### config.mk
export PLATFORM = sky130hd
export DESIGN_NAME = fpu_status_ctl
export DESIGN_NICKNAME = d
export VERILOG_FILES = /design/src/rtl/fpsc_pkg.sv /design/src/rtl/fpsc_classify.sv /design/src/rtl/fpsc_trap.sv /design/src/rtl/fpsc_regfile.sv /design/src/rtl/fpu_status_ctl.sv
export SDC_FILE = /design/constraint.sdc
export NUM_CORES = 1
export LEC_CHECK = 0
export ABC_AREA = 1
export BUFFER_PORTS_ARGS = -buffer_cell sky130_fd_sc_hd__buf_2
export CAP_MARGIN = 0
export CORE_MARGIN = 1.5
export CORE_UTILIZATION = 37
export DETAILED_ROUTE_END_ITERATION = 6
export PLACE_DENSITY = 0.77
export SYNTH_ARGS = -nofsm -noshare
export SYNTH_HDL_FRONTEND = slang
export SYNTH_SLANG_ARGS = --single-unit
### constraint.sdc
create_clock -name clk -period 0.8 [get_ports clk]
set_input_delay 0.04 -clock clk [delete_from_list [all_inputs] [get_ports clk]]
set_output_delay 0.04 -clock clk [all_outputs]
set_load 0.005 [all_outputs]
### src/rtl/fpsc_pkg.sv
package fpsc_pkg;
   typedef enum logic [2:0] {
      CLS_NORM   = 3'd0,
      CLS_ZERO   = 3'd1,
      CLS_DENORM = 3'd2,
      CLS_INF    = 3'd3,
      CLS_NAN    = 3'd4
   } opnd_cls_e;

   localparam int LANES       = 2;
   localparam int RM_POS      = 0;
   localparam int EN_OVF_POS  = 2;
   localparam int EN_UNF_POS  = 3;
   localparam int EN_DBZ_POS  = 4;
   localparam int EN_INV_POS  = 5;
   localparam int RSVD_POS    = 6;
   localparam int SWSTK_POS   = 7;
   localparam int MODE_POS    = 8;
   localparam int LANE_BASE   = 9;
   localparam int LANE_STRIDE = 8;
   localparam int OFS_OVF     = 0;
   localparam int OFS_UNF     = 1;
   localparam int OFS_DBZ     = 2;
   localparam int OFS_INV     = 3;
   localparam int OFS_STK     = 4;
   localparam int OFS_GRD     = 5;
   localparam int OFS_IOV     = 6;
   localparam int OFS_SOV     = 7;
   localparam int USED_BITS   = LANE_BASE + LANES * LANE_STRIDE;

   typedef struct packed {
      logic ovf;
      logic unf;
      logic dbz;
      logic inv;
      logic stk;
      logic grd;
      logic iov;
   } lane_flags_t;

   // Bits software may write; the high summary bit is absent when merged.
   function automatic logic [63:0] wr_mask(input bit hi_summary);
      logic [63:0] m;
      m = '0;
      for (int b = RM_POS; b <= EN_INV_POS; b++) m[b] = 1'b1;
      m[SWSTK_POS] = 1'b1;
      for (int l = 0; l < LANES; l++)
         for (int o = 0; o < LANE_STRIDE; o++)
            m[LANE_BASE + l * LANE_STRIDE + o] = 1'b1;
      if (!hi_summary)
         for (int l = 1; l < LANES; l++)
            m[LANE_BASE + l * LANE_STRIDE + OFS_SOV] = 1'b0;
      return m;
   endfunction
endpackage

### src/rtl/fpsc_classify.sv
module fpsc_classify
   import fpsc_pkg::*;
#(
   parameter int CLS_W = 3
) (
   input  logic [CLS_W-1:0] cls_a,
   input  logic [CLS_W-1:0] cls_b,
   input  logic             is_div,
   output logic             inv,
   output logic             dbz
);
   localparam logic [CLS_W-1:0] K_ZERO = CLS_W'(CLS_ZERO);
   localparam logic [CLS_W-1:0] K_DEN  = CLS_W'(CLS_DENORM);
   localparam logic [CLS_W-1:0] K_INF  = CLS_W'(CLS_INF);
   localparam logic [CLS_W-1:0] K_NAN  = CLS_W'(CLS_NAN);

   logic a_zero, b_zero, a_bad, b_bad, a_finite_nz;

   always_comb begin
      a_zero      = (cls_a == K_ZERO);
      b_zero      = (cls_b == K_ZERO);
      a_bad       = (cls_a == K_DEN) || (cls_a == K_INF) || (cls_a == K_NAN);
      b_bad       = (cls_b == K_DEN) || (cls_b == K_INF) || (cls_b == K_NAN);
      a_finite_nz = !a_zero && !a_bad;
      inv         = a_bad || b_bad || (is_div && a_zero && b_zero);
      dbz         = is_div && b_zero && a_finite_nz;
   end
endmodule

### src/rtl/fpsc_trap.sv
module fpsc_trap #(
   parameter int LANES = 2
) (
   input  logic             valid,
   input  logic             en_ovf,
   input  logic             en_unf,
   input  logic             en_dbz,
   input  logic             en_inv,
   input  logic [LANES-1:0] ovf,
   input  logic [LANES-1:0] unf,
   input  logic [LANES-1:0] dbz,
   input  logic [LANES-1:0] inv,
   output logic             trap
);
   logic [3:0] hit;

   always_comb begin
      hit[0] = en_ovf && (|ovf);
      hit[1] = en_unf && (|unf);
      hit[2] = en_dbz && (|dbz);
      hit[3] = en_inv && (|inv);
      trap   = valid && (|hit);
   end
endmodule

### src/rtl/fpsc_regfile.sv
module fpsc_regfile
   import fpsc_pkg::*;
#(
   parameter int REG_W      = 32,
   parameter bit HI_SUMMARY = 1'b1
) (
   input  logic                   clk,
   input  logic                   rst,
   input  logic                   sw_we,
   input  logic [REG_W-1:0]       sw_wdata,
   input  logic                   upd_valid,
   input  lane_flags_t [LANES-1:0] lane_new,
   output logic [REG_W-1:0]       q
);
   localparam logic [REG_W-1:0] WMASK = REG_W'(wr_mask(HI_SUMMARY));

   logic [LANES-1:0] iov_vec;
   logic [LANES-1:0] sov_set;
   logic [REG_W-1:0] nxt;

   for (genvar l = 0; l < LANES; l++) begin : g_iov
      assign iov_vec[l] = lane_new[l].iov;
   end

   if (HI_SUMMARY) begin : g_split_sov
      assign sov_set = iov_vec;
   end else begin : g_merged_sov
      assign sov_set = {{(LANES-1){1'b0}}, |iov_vec};
   end

   always_comb begin
      nxt = q;
      if (upd_valid) begin
         for (int l = 0; l < LANES; l++) begin
            nxt[LANE_BASE + l*LANE_STRIDE + OFS_OVF] = lane_new[l].ovf;
            nxt[LANE_BASE + l*LANE_STRIDE + OFS_UNF] = lane_new[l].unf;
            nxt[LANE_BASE + l*LANE_STRIDE + OFS_DBZ] = lane_new[l].dbz;
            nxt[LANE_BASE + l*LANE_STRIDE + OFS_INV] = lane_new[l].inv;
            nxt[LANE_BASE + l*LANE_STRIDE + OFS_STK] = lane_new[l].stk;
            nxt[LANE_BASE + l*LANE_STRIDE + OFS_GRD] = lane_new[l].grd;
            nxt[LANE_BASE + l*LANE_STRIDE + OFS_IOV] = lane_new[l].iov;
            nxt[LANE_BASE + l*LANE_STRIDE + OFS_SOV] =
               q[LANE_BASE + l*LANE_STRIDE + OFS_SOV] | sov_set[l];
         end
      end
      if (sw_we) nxt = sw_wdata & WMASK;
   end

   always_ff @(posedge clk) begin
      if (rst) q <= '0;
      else     q <= nxt;
   end
endmodule

### src/rtl/fpu_status_ctl.sv
module fpu_status_ctl
   import fpsc_pkg::*;
#(
   parameter int REG_W      = 32,
   parameter int CLS_W      = 3,
   parameter bit MODE_VALUE = 1'b0,
   parameter bit HI_SUMMARY = 1'b1
) (
   input  logic                   clk,
   input  logic                   rst,
   input  logic                   sw_we,
   input  logic [REG_W-1:0]       sw_wdata,
   output logic [REG_W-1:0]       sw_rdata,
   input  logic                   upd_valid,
   input  logic                   upd_div,
   input  logic [LANES*CLS_W-1:0] upd_cls_a,
   input  logic [LANES*CLS_W-1:0] upd_cls_b,
   input  logic [LANES-1:0]       upd_ovf,
   input  logic [LANES-1:0]       upd_unf,
   input  logic [LANES-1:0]       upd_grd,
   input  logic [LANES-1:0]       upd_stk,
   input  logic [LANES-1:0]       upd_iov,
   output logic [1:0]             rnd_mode,
   output logic                   exc_req,
   output logic                   rslt_commit
);
   if (REG_W < USED_BITS || REG_W > 64) begin : g_bad_width
      $error("fpu_status_ctl: REG_W must lie between USED_BITS and 64");
   end
   if (CLS_W < 3) begin : g_bad_cls
      $error("fpu_status_ctl: CLS_W must be at least 3");
   end

   logic [REG_W-1:0]        q;
   logic [LANES-1:0]        inv_l, dbz_l;
   lane_flags_t [LANES-1:0] lane_new;
   logic                    trap;

   for (genvar l = 0; l < LANES; l++) begin : g_lane
      fpsc_classify #(.CLS_W(CLS_W)) u_cls (
         .cls_a  (upd_cls_a[l*CLS_W +: CLS_W]),
         .cls_b  (upd_cls_b[l*CLS_W +: CLS_W]),
         .is_div (upd_div),
         .inv    (inv_l[l]),
         .dbz    (dbz_l[l])
      );
      assign lane_new[l].ovf = upd_ovf[l];
      assign lane_new[l].unf = upd_unf[l];
      assign lane_new[l].dbz = dbz_l[l];
      assign lane_new[l].inv = inv_l[l];
      assign lane_new[l].stk = upd_stk[l];
      assign lane_new[l].grd = upd_grd[l];
      assign lane_new[l].iov = upd_iov[l];
   end

   fpsc_regfile #(.REG_W(REG_W), .HI_SUMMARY(HI_SUMMARY)) u_regs (
      .clk       (clk),
      .rst       (rst),
      .sw_we     (sw_we),
      .sw_wdata  (sw_wdata),
      .upd_valid (upd_valid),
      .lane_new  (lane_new),
      .q         (q)
   );

   fpsc_trap #(.LANES(LANES)) u_trap (
      .valid  (upd_valid),
      .en_ovf (q[EN_OVF_POS]),
      .en_unf (q[EN_UNF_POS]),
      .en_dbz (q[EN_DBZ_POS]),
      .en_inv (q[EN_INV_POS]),
      .ovf    (upd_ovf),
      .unf    (upd_unf),
      .dbz    (dbz_l),
      .inv    (inv_l),
      .trap   (trap)
   );

   always_ff @(posedge clk) begin
      if (rst) exc_req <= 1'b0;
      else     exc_req <= trap;
   end

   assign rslt_commit = upd_valid && !trap;
   assign rnd_mode    = q[RM_POS +: 2];
   assign sw_rdata    = q | (REG_W'(MODE_VALUE) << MODE_POS);
endmodule

==> flow_summary.yaml, run 1 <==
setup_path:
  cp-startpoint: "u_regs.q[2]$_SDFFE_PP0P_"
  crit_path_end: "rslt_commit"
  required_ns: 0.76
  cp_max_fo: 2
  rrSetupSlack_ns: -0.14
  rr_startpoint: "u_regs.q[2]$_SDFFE_PP0P_"
  start_kind: "flop"
  cp_slowest_cell: "dfxtp_2"
  reg2reg_depth: 7
  endpoint_kind: "output port"
  crit_type: "reg -> out"
  cp_data_arrival_time_ns: 1.19
  slowest_delay_ns: 0.35
  r2r-end: "exc_req$_SDFF_PP0_"
  worstPathCellList: "o21ai_2 > nand2_2 > a21oi_2 > nand2_1 > nor2_1 > buf_2"
logic_synthesis:
  synth_seq_cells: 24
  yosysWarnings: 0
  syn_inst: 200
  avgSynthCellArea_um2: 6.669
  synthesis.area_um2: 1334
  ys_seq_area_frac: 0.3602
  synth_cell_types: 22
timing:
  layout_setup_ws_ns: -0.4310
  hold_viol_final: 0
  fin_crit_sh: 1.539
  fin_crit_ns: 1.231
  fmax_mhz: 812.3
  finalMaxSlewViolations: 0
  skew_ns: 0.005133
  setup_viol: 17
  rsz0062_at_grt: "true"
die:
  die_area_um2: 3974
  fp.dieW_um: 63.04
  row_count: 21
  ios: 95
  start_util: 0.3935
  die_y_um: 63.04
  core_area_um2: 3390
final_layout:
  final_util: 0.6176
  drive_above_1_share: 0.4700
  area_growth_pct: 56.94
  layout_commonest_cell: "buf_2"
  final_cell_mix: "buf_2 (65), nand2_1 (62), nor2_1 (23), dfxtp_2 (23), inv_1 (19)"
  diodes: 0
  nets: 361
drt:
  first_pass_iters: 4
  finalWirelength_mm: 3.666
  drc: 0
  viasPerCell: 4.442
  drtIter0Drc: 50
  ant_nets: 0
  vias: 1537
  wl_per_cell_um: 10.60
power:
  power_density_nw_per_um2: 1255
  peakVddDrop_uv: 1171
  leakage_uw: 0.001161
  fin_total_pwr_uw: 2626
clocking:
  cts_root_buf: "clkbuf_4"
  cts.clk_slew.worst_paths_ns: 0.12
  clock_latency_ns: 0.31
  cts_tree: "yes"
  h-tree-depth: 1
  clock-sinks: 24
  cts_made_buffers: 3
  cts_buffer_depth: 2
hold_path:
  hold_class: "in -> reg"
  worstHoldStart: "upd_stk[0]"
global_routing:
  antenna_found_initial: 0
  grt_use_total: 0.1872
  grt_start_max_net_pins: 13
  grt_pass1_vias: 1393
  gr-total-overflow: 0
  grt_pass1_wl_mm: 5.968
placed_design:
  io_buffers: 76
  dpl.hpwl_mm: 2.642
  gp_congestion: 0.8124
outcome:
  status: "finished, violations left"
  violations: "setup timing"
run:
  maxCapViolations: 0
cell families after synthesis:
group / count (synthesis) / share of synthesized area
AO/OA/AOI/OAI: 28 / 0.1248
AND/OR/NAND/NOR: 104 / 0.3293
buffers and inverters: 43 / 0.1829
other: 1 / 0.002812
flip-flops: 24 / 0.3602
flip-flops by register name, indices dropped and copies added, names as in the netlist:
name / count
exc_req: 1
u_regs.q: 23
layer usage:
metal | up-vias | global-route usage | part of all wire | routed length [um]
met3 | 4 | 0.04324 | 0.072 | 263
li1 | 807 | - | - | -
met4 | 0 | 0.02500 | 0.0085 | 31
met2 | 64 | 0.3231 | 0.48 | 1748
met1 | 662 | 0.2422 | 0.44 | 1623
met5 | - | 0 | 0 | 0
worst max-delay path, delay by kind of cell, from the launching register on:
| family | cells | cell delay, ns |
|---|---|---|
| buffers and inverters | 1 | 0.13 |
| DFF | 1 | 0.35 |
| and+or+nand+nor | 3 | 0.24 |
| AOI/OAI and AO/OA | 2 | 0.16 |
worst min-delay path by stage:
stage,end,slack (ns),cells past startpoint
final,u_regs.q[13]$_SDFFE_PP0P_,0.008,5
after global routing,u_regs.q[13]$_SDFFE_PP0P_,0.005,5
after CTS,u_regs.q[14]$_SDFFE_PP0P_,0.0007,5
after detailed placement,u_regs.q[3]$_SDFFE_PP0P_,0.27,3
after global placement,u_regs.q[0]$_SDFFE_PP0P_,0.26,3
after floorplan,u_regs.q[11]$_SDFFE_PP0P_,0.11,1
power by group:
| group | internal, uW | switching (uW) | total (uW) |
|---|---|---|---|
| clock | 176 | 336 | 512 |
| combinational | 425 | 344 | 769 |
| sequential | 1290 | 53.4 | 1340 |
| total | 1890 | 734 | 2630 |
synthesized netlist by cell type, drive strengths merged:
| library cell | instances | area (um^2) |
|---|---|---|
| a31oi | 2 | 12.51 |
| nand3 | 13 | 80.08 |
| nand2 | 65 | 249.0 |
| o21ai | 15 | 78.82 |
| inv | 22 | 82.58 |
| or2 | 1 | 6.260 |
| nand4 | 1 | 6.260 |
| a21oi | 6 | 30.03 |
| buf | 21 | 161.4 |
| nor2 | 24 | 97.59 |
| a22oi | 3 | 22.52 |
| o221a | 2 | 22.52 |
| dfxtp | 24 | 480.5 |
| conb | 1 | 3.750 |
through the flow:
step | setup WS, ns | instance area, um^2 | hold WS, ns | cells | setup TNS [ns]
5_1_grt | -0.5253 | 2093 | 0.004692 | 346 | -2.597
4_1_cts | -0.4616 | 2009 | 0.0006869 | 344 | -1.187
3_3_place_gp | -0.2049 | 1795 | 0.2604 | 328 | -1.578
3_5_place_dp | -0.2012 | 1795 | 0.2667 | 328 | -1.720
6_report | -0.4310 | 2093 | 0.008240 | 346 | -1.221
2_1_floorplan | 0.01824 | 1364 | 0.1091 | 208 | 0
cell type report:
type	count	area, um^2
repair buffers	110	760.7
fillers	311	1296
well taps	46	57.56
clock buffers	3	22.52
flip-flops and latches	24	513.0
multi-input cells	141	656.9
inverters	22	82.58
what timing repair did:
action,4_1_cts,5_1_grt
resized for setup,29,21
endpoints found under the hold margin,13,0
setup buffers,0,2
pin swaps,1,1
endpoints found under the setup margin,28,31
hold buffers,13,0
Power figures use the tool's default switching activity.
==> run 2: changes to the inputs <==
Settings changed: CORE_UTILIZATION 37 to 38, CTS_BUF_LIST set to sky130_fd_sc_hd__clkbuf_2 sky130_fd_sc_hd__clkbuf_4 sky130_fd_sc_hd__clkbuf_8, PLACE_DENSITY 0.77 to 0.78.
==> run 2 against run 1 <==
  * The run ends with hold timing, setup timing left
  * Non-clock buffer count up 3
  * Combinational power up 2.7%
  * Setup slack better by 0.022 ns
  * Total power up 1.6%
  * Maximum frequency up 1.8%
  * Die area down 2.5%
==> flow_summary.yaml, run 2 (synthesis gave the netlist of run 1 again) <==
outcome:
  status: "finished, violations left"
  violations: "hold timing, setup timing"
timing:
  skew_ns: 0.006569
  layout_setup_ws_ns: -0.4089
  fmax_mhz: 827.2
  hold_viol_final: 1
  fin_crit_sh: 1.511
  finalMaxSlewViolations: 0
  rsz0062_at_grt: "true"
  whs_ns: -0.002794
  setup_viol: 28
  fin_crit_ns: 1.209
die:
  start_util: 0.3966
  fp.dieW_um: 62.25
  ios: 95
  core_area_um2: 3363
  row_count: 21
  die_y_um: 62.25
  die_area_um2: 3874
setup_path:
  cp-startpoint: "u_regs.q[2]$_SDFFE_PP0P_"
  rr_startpoint: "u_regs.q[2]$_SDFFE_PP0P_"
  endpoint_kind: "output port"
  cp_max_fo: 2
  slowest_delay_ns: 0.36
  required_ns: 0.76
  r2r-end: "exc_req$_SDFF_PP0_"
  cp_data_arrival_time_ns: 1.17
  crit_type: "reg -> out"
  start_kind: "flop"
  cp_slowest_cell: "dfxtp_2"
  reg2reg_depth: 8
  worstPathCellList: "o21ai_2 > nand2_2 > a21oi_2 > nand2_1 > nor2_1 > buf_2"
  crit_path_end: "rslt_commit"
  rrSetupSlack_ns: -0.25
drt:
  first_pass_iters: 4
  wl_per_cell_um: 11.07
  vias: 1579
  drc: 0
  finalWirelength_mm: 3.863
  drtIter0Drc: 53
  ant_nets: 0
  viasPerCell: 4.524
placed_design:
  io_buffers: 76
  gp_congestion: 0.8106
  dpl.hpwl_mm: 2.734
  placed_cells: 327
  dp_slack_ns: -0.1809
final_layout:
  layoutNonFillerInstCount: 349
  largest_reg_flops: 23
  seqCellArea_um2: 513.0
  drive_above_1_share: 0.4752
  diodes: 0
  final_cell_mix: "buf_2 (68), nand2_1 (62), nor2_1 (23), dfxtp_2 (23), buf_4 (20)"
  fill_cells: 323
  nets: 364
  largest_registers: "u_regs.q: 23 flops, exc_req: 1 flops"
  max_flop_register: "u_regs.q"
  multi_input_area_um2: 674.4
  layout_commonest_cell: "buf_2"
  area_growth_pct: 58.54
power:
  leakage_uw: 0.001179
  peakVddDrop_uv: 1024
  fin_total_pwr_uw: 2668
  power_density_nw_per_um2: 1262
global_routing:
  gr-total-overflow: 0
  grt_pass1_vias: 1499
  grt_pass1_wl_mm: 6.292
  antenna_found_initial: 0
  grt_use_total: 0.2009
  grt_start_max_net_pins: 16
hold_path:
  hold_class: "in -> reg"
  worstHoldStart: "upd_stk[0]"
clocking:
  clock_latency_ns: 0.32
  clock-sinks: 24
  h-tree-depth: 1
  cts_made_buffers: 3
  cts_root_buf: "clkbuf_4"
  cts_buffer_depth: 2
  cts.clk_slew.worst_paths_ns: 0.13
  cts_tree: "yes"
run:
  maxCapViolations: 0
==> run 2: cell count changes in the layout (fill, tap and decap cells not counted), sizes merged <==
cell  change
buf       +3
==> run 2: final cells by class <==
| cell class | instances | area share |
|---|---|---|
| Timing Repair Buffer | 113 | 0.3615 |
| Multi-Input combinational cell | 141 | 0.3189 |
| Sequential cell | 24 | 0.2426 |
| Inverter | 22 | 0.03905 |
| Tap cell | 46 | 0.02722 |
| Clock buffer | 3 | 0.01065 |
==> run 2: worst min-delay path by stage <==
stage,slack (ns),depth (start not counted),end
6_report,-0.003,5,u_regs.q[13]$_SDFFE_PP0P_
5_1_grt,0.02,3,u_regs.q[11]$_SDFFE_PP0P_
4_1_cts,0.001,5,u_regs.q[13]$_SDFFE_PP0P_
3_5_place_dp,0.27,3,u_regs.q[2]$_SDFFE_PP0P_
3_3_place_gp,0.26,3,u_regs.q[0]$_SDFFE_PP0P_
2_1_floorplan,0.11,1,u_regs.q[11]$_SDFFE_PP0P_
==> run 2: per-stage QoR <==
step / instance area [um^2] / setup TNS (ns) / util
detailed placement: 1788 / -1.664 / 0.5316
global placement: 1788 / -1.475 / 0.5316
global route: 2115 / -2.586 / 0.6287
floorplan: 1364 / 0 / -
finish: 2115 / -1.452 / 0.6287
CTS: 2028 / -1.377 / 0.6031
==> run 2: where the power goes <==
group          internal (uW)  switching [uW]  total, uW
combinational            434             356        790
clock                    176             358        534
sequential              1290            52.0       1340
==> run 2: timing repair <==
item	CTS	global route
hold buffers	13	0
setup endpoints to repair	28	32
setup buffers	4	2
pin swaps	4	1
resized for setup	30	18
endpoints found under the hold margin	13	0
==> run 2: critical path: cells and delay by family, from the launching register on <==
kind	cells	cell delay (ns)
AND/OR/NAND/NOR	3	0.21
buffers and inverters	1	0.11
flip-flops	1	0.36
AO/OA/AOI/OAI	2	0.18
==> run 2: per-layer routing <==
layer / global-route usage / vias up / wire length [um]
met5: 0 / - / 0
met4: 0.04444 / 0 / 15
met3: 0.05254 / 2 / 206
met2: 0.3750 / 49 / 1987
met1: 0.2286 / 719 / 1654
li1: - / 809 / -
==> run 3: changes to the inputs <==
Settings changed: CTS_CLUSTER_DIAMETER set to 200, RECOVER_POWER set to 25.
==> run 3 against run 2 <==
  * The flow still finishes with violations (hold timing, setup timing)
  * Non-clock buffer count stayed put
  * Critical path depth did not move
  * Register-to-register slack about the same
  * Sequential cell count is the same
  * Total power is essentially flat
  * Global-route usage unchanged
  * Hold slack unchanged
  * Cell count did not move
  * First-iteration DRC count is the same
  * Clock power barely moved
  * Design area hardly changed
  * Via count unchanged
  * Critical endpoint unchanged
  * Largest power group unchanged
==> flow_summary.yaml, run 3 (synthesis gave the netlist of run 1 again) <==
outcome:
  status: "finished, violations left"
  violations: "hold timing, setup timing"
final_layout:
  area_growth_pct: 58.44
  largest_reg_flops: 23
  nets: 364
  max_flop_register: "u_regs.q"
  layout_commonest_cell: "buf_2"
  drive_above_1_share: 0.4719
  layoutNonFillerInstCount: 349
  final_cell_mix: "buf_2 (68), nand2_1 (62), nor2_1 (23)"
  largest_registers: "u_regs.q: 23 flops, exc_req: 1 flops"
  diodes: 0
clocking:
  cts_buffer_depth: 2
  cts_made_buffers: 3
  cts.clk_slew.worst_paths_ns: 0.13
  clock_latency_ns: 0.32
  cts_tree: "yes"
  clock-sinks: 24
  cts_root_buf: "clkbuf_4"
  h-tree-depth: 1
power:
  leakage_uw: 0.001179
  peakVddDrop_uv: 1024
  power_density_nw_per_um2: 1262
setup_path:
  cp_top_family: "flip-flops"
  path_buf_inv: 1
  start_kind: "flop"
  worstPathCellList: "o21ai_2 > nand2_2 > a21oi_2 > nand2_1 > nor2_1 > buf_2"
  crit_type: "reg -> out"
  cp_slowest_cell: "dfxtp_2"
  required_ns: 0.76
  cp_max_fo: 2
  slowest_delay_ns: 0.36
  endpoint_kind: "output port"
  cp_data_arrival_time_ns: 1.17
timing:
  setup_viol: 28
  layout_setup_ws_ns: -0.4089
  rsz0062_at_grt: "true"
  finalMaxSlewViolations: 0
  hold_viol_final: 1
  skew_ns: 0.006569
  whs_ns: -0.002794
  final.setup.tns_ns: -1.455
  fin_crit_sh: 1.511
  fmax_mhz: 827.2
  fin_crit_ns: 1.209
drt:
  finalWirelength_mm: 3.863
  first_pass_iters: 4
  wl_per_cell_um: 11.07
  drc: 0
  ant_nets: 0
  vias: 1579
  viasPerCell: 4.524
  drtIter0Drc: 53
global_routing:
  grt_use_total: 0.2009
  grt_start_max_net_pins: 16
  grt_pass1_wl_mm: 6.292
  grt_pass1_vias: 1499
  gr-total-overflow: 0
  antenna_found_initial: 0
die:
  ios: 95
  core_area_um2: 3363
  start_util: 0.3966
  fp.dieW_um: 62.25
  row_count: 21
  die_area_um2: 3874
  die_y_um: 62.25
placed_design:
  dpl.hpwl_mm: 2.734
  gp_congestion: 0.8106
  io_buffers: 76
  dp_slack_ns: -0.1809
  placed_cells: 327
hold_path:
  hold_class: "in -> reg"
run:
  maxCapViolations: 0
==> run 3: what timing repair did <==
item	CTS	global route
gates resized for setup	30	18
endpoints found under the setup margin	28	32
buffers inserted	4	2
cloned	0	0
hold endpoints to repair	13	0
pin swaps	4	1
hold buffers	13	0
==> run 3: cell type report <==
cell class,count,area (um^2)
clock buffer,3,22.52
sequential,24,511.7
timing repair buffer,113,764.5
multi-input combinational,141,674.4
fill,324,1250
tap,46,57.56
inverter,22,82.58
==> run 3: worst paths after layout <==
| check | startpoint | cells past startpoint | slack, ns | endpoint |
|---|---|---|---|---|
| worst min register to register | u_regs.q[23]$_SDFFE_PP0P_ | 2 | 0.48 | u_regs.q[23]$_SDFFE_PP0P_ |
| worst max register to register | u_regs.q[2]$_SDFFE_PP0P_ | 8 | -0.25 | exc_req$_SDFF_PP0_ |
| worst max-delay path | u_regs.q[2]$_SDFFE_PP0P_ | 6 | -0.41 | rslt_commit |
| worst min-delay path | upd_stk[0] | 5 | -0.003 | u_regs.q[13]$_SDFFE_PP0P_ |
==> run 3: per-stage QoR <==
step | total power, uW | hold slack (ns) | instance area [um^2] | utilization
floorplan | 1697 | 0.1091 | 1364 | -
global placement | 1967 | 0.2615 | 1788 | 0.5316
detailed placement | 1980 | 0.2737 | 1788 | 0.5316
CTS | 2611 | 0.001329 | 2028 | 0.6031
global route | 2843 | 0.01984 | 2113 | 0.6283
finish | 2667 | -0.002794 | 2113 | 0.6283
==> run 3: layer usage <==
layer	up-vias	GRT usage	share of wire
li1	809	-	-
met1	719	0.2286	0.43
met2	49	0.3750	0.51
met3	2	0.05254	0.053
met4	0	0.04444	0.0039
met5	-	0	0
==> run 3: report_power, final <==
group | total [uW] | switching [uW] | internal (uW)
Clock | 534 | 358 | 176
Sequential | 1340 | 52.0 | 1290
Combinational | 790 | 356 | 434
==> run 3: worst reg2reg max path, cell delays in order, from the launching register on <==
cell	delay (ns)
dfxtp_2	0.36
o21ai_2	0.06
nand2_2	0.08
buf_4	0.13
buf_4	0.12
inv_2	0.03
nand2_1	0.04
nor2_1	0.08
nor2_1	0.05
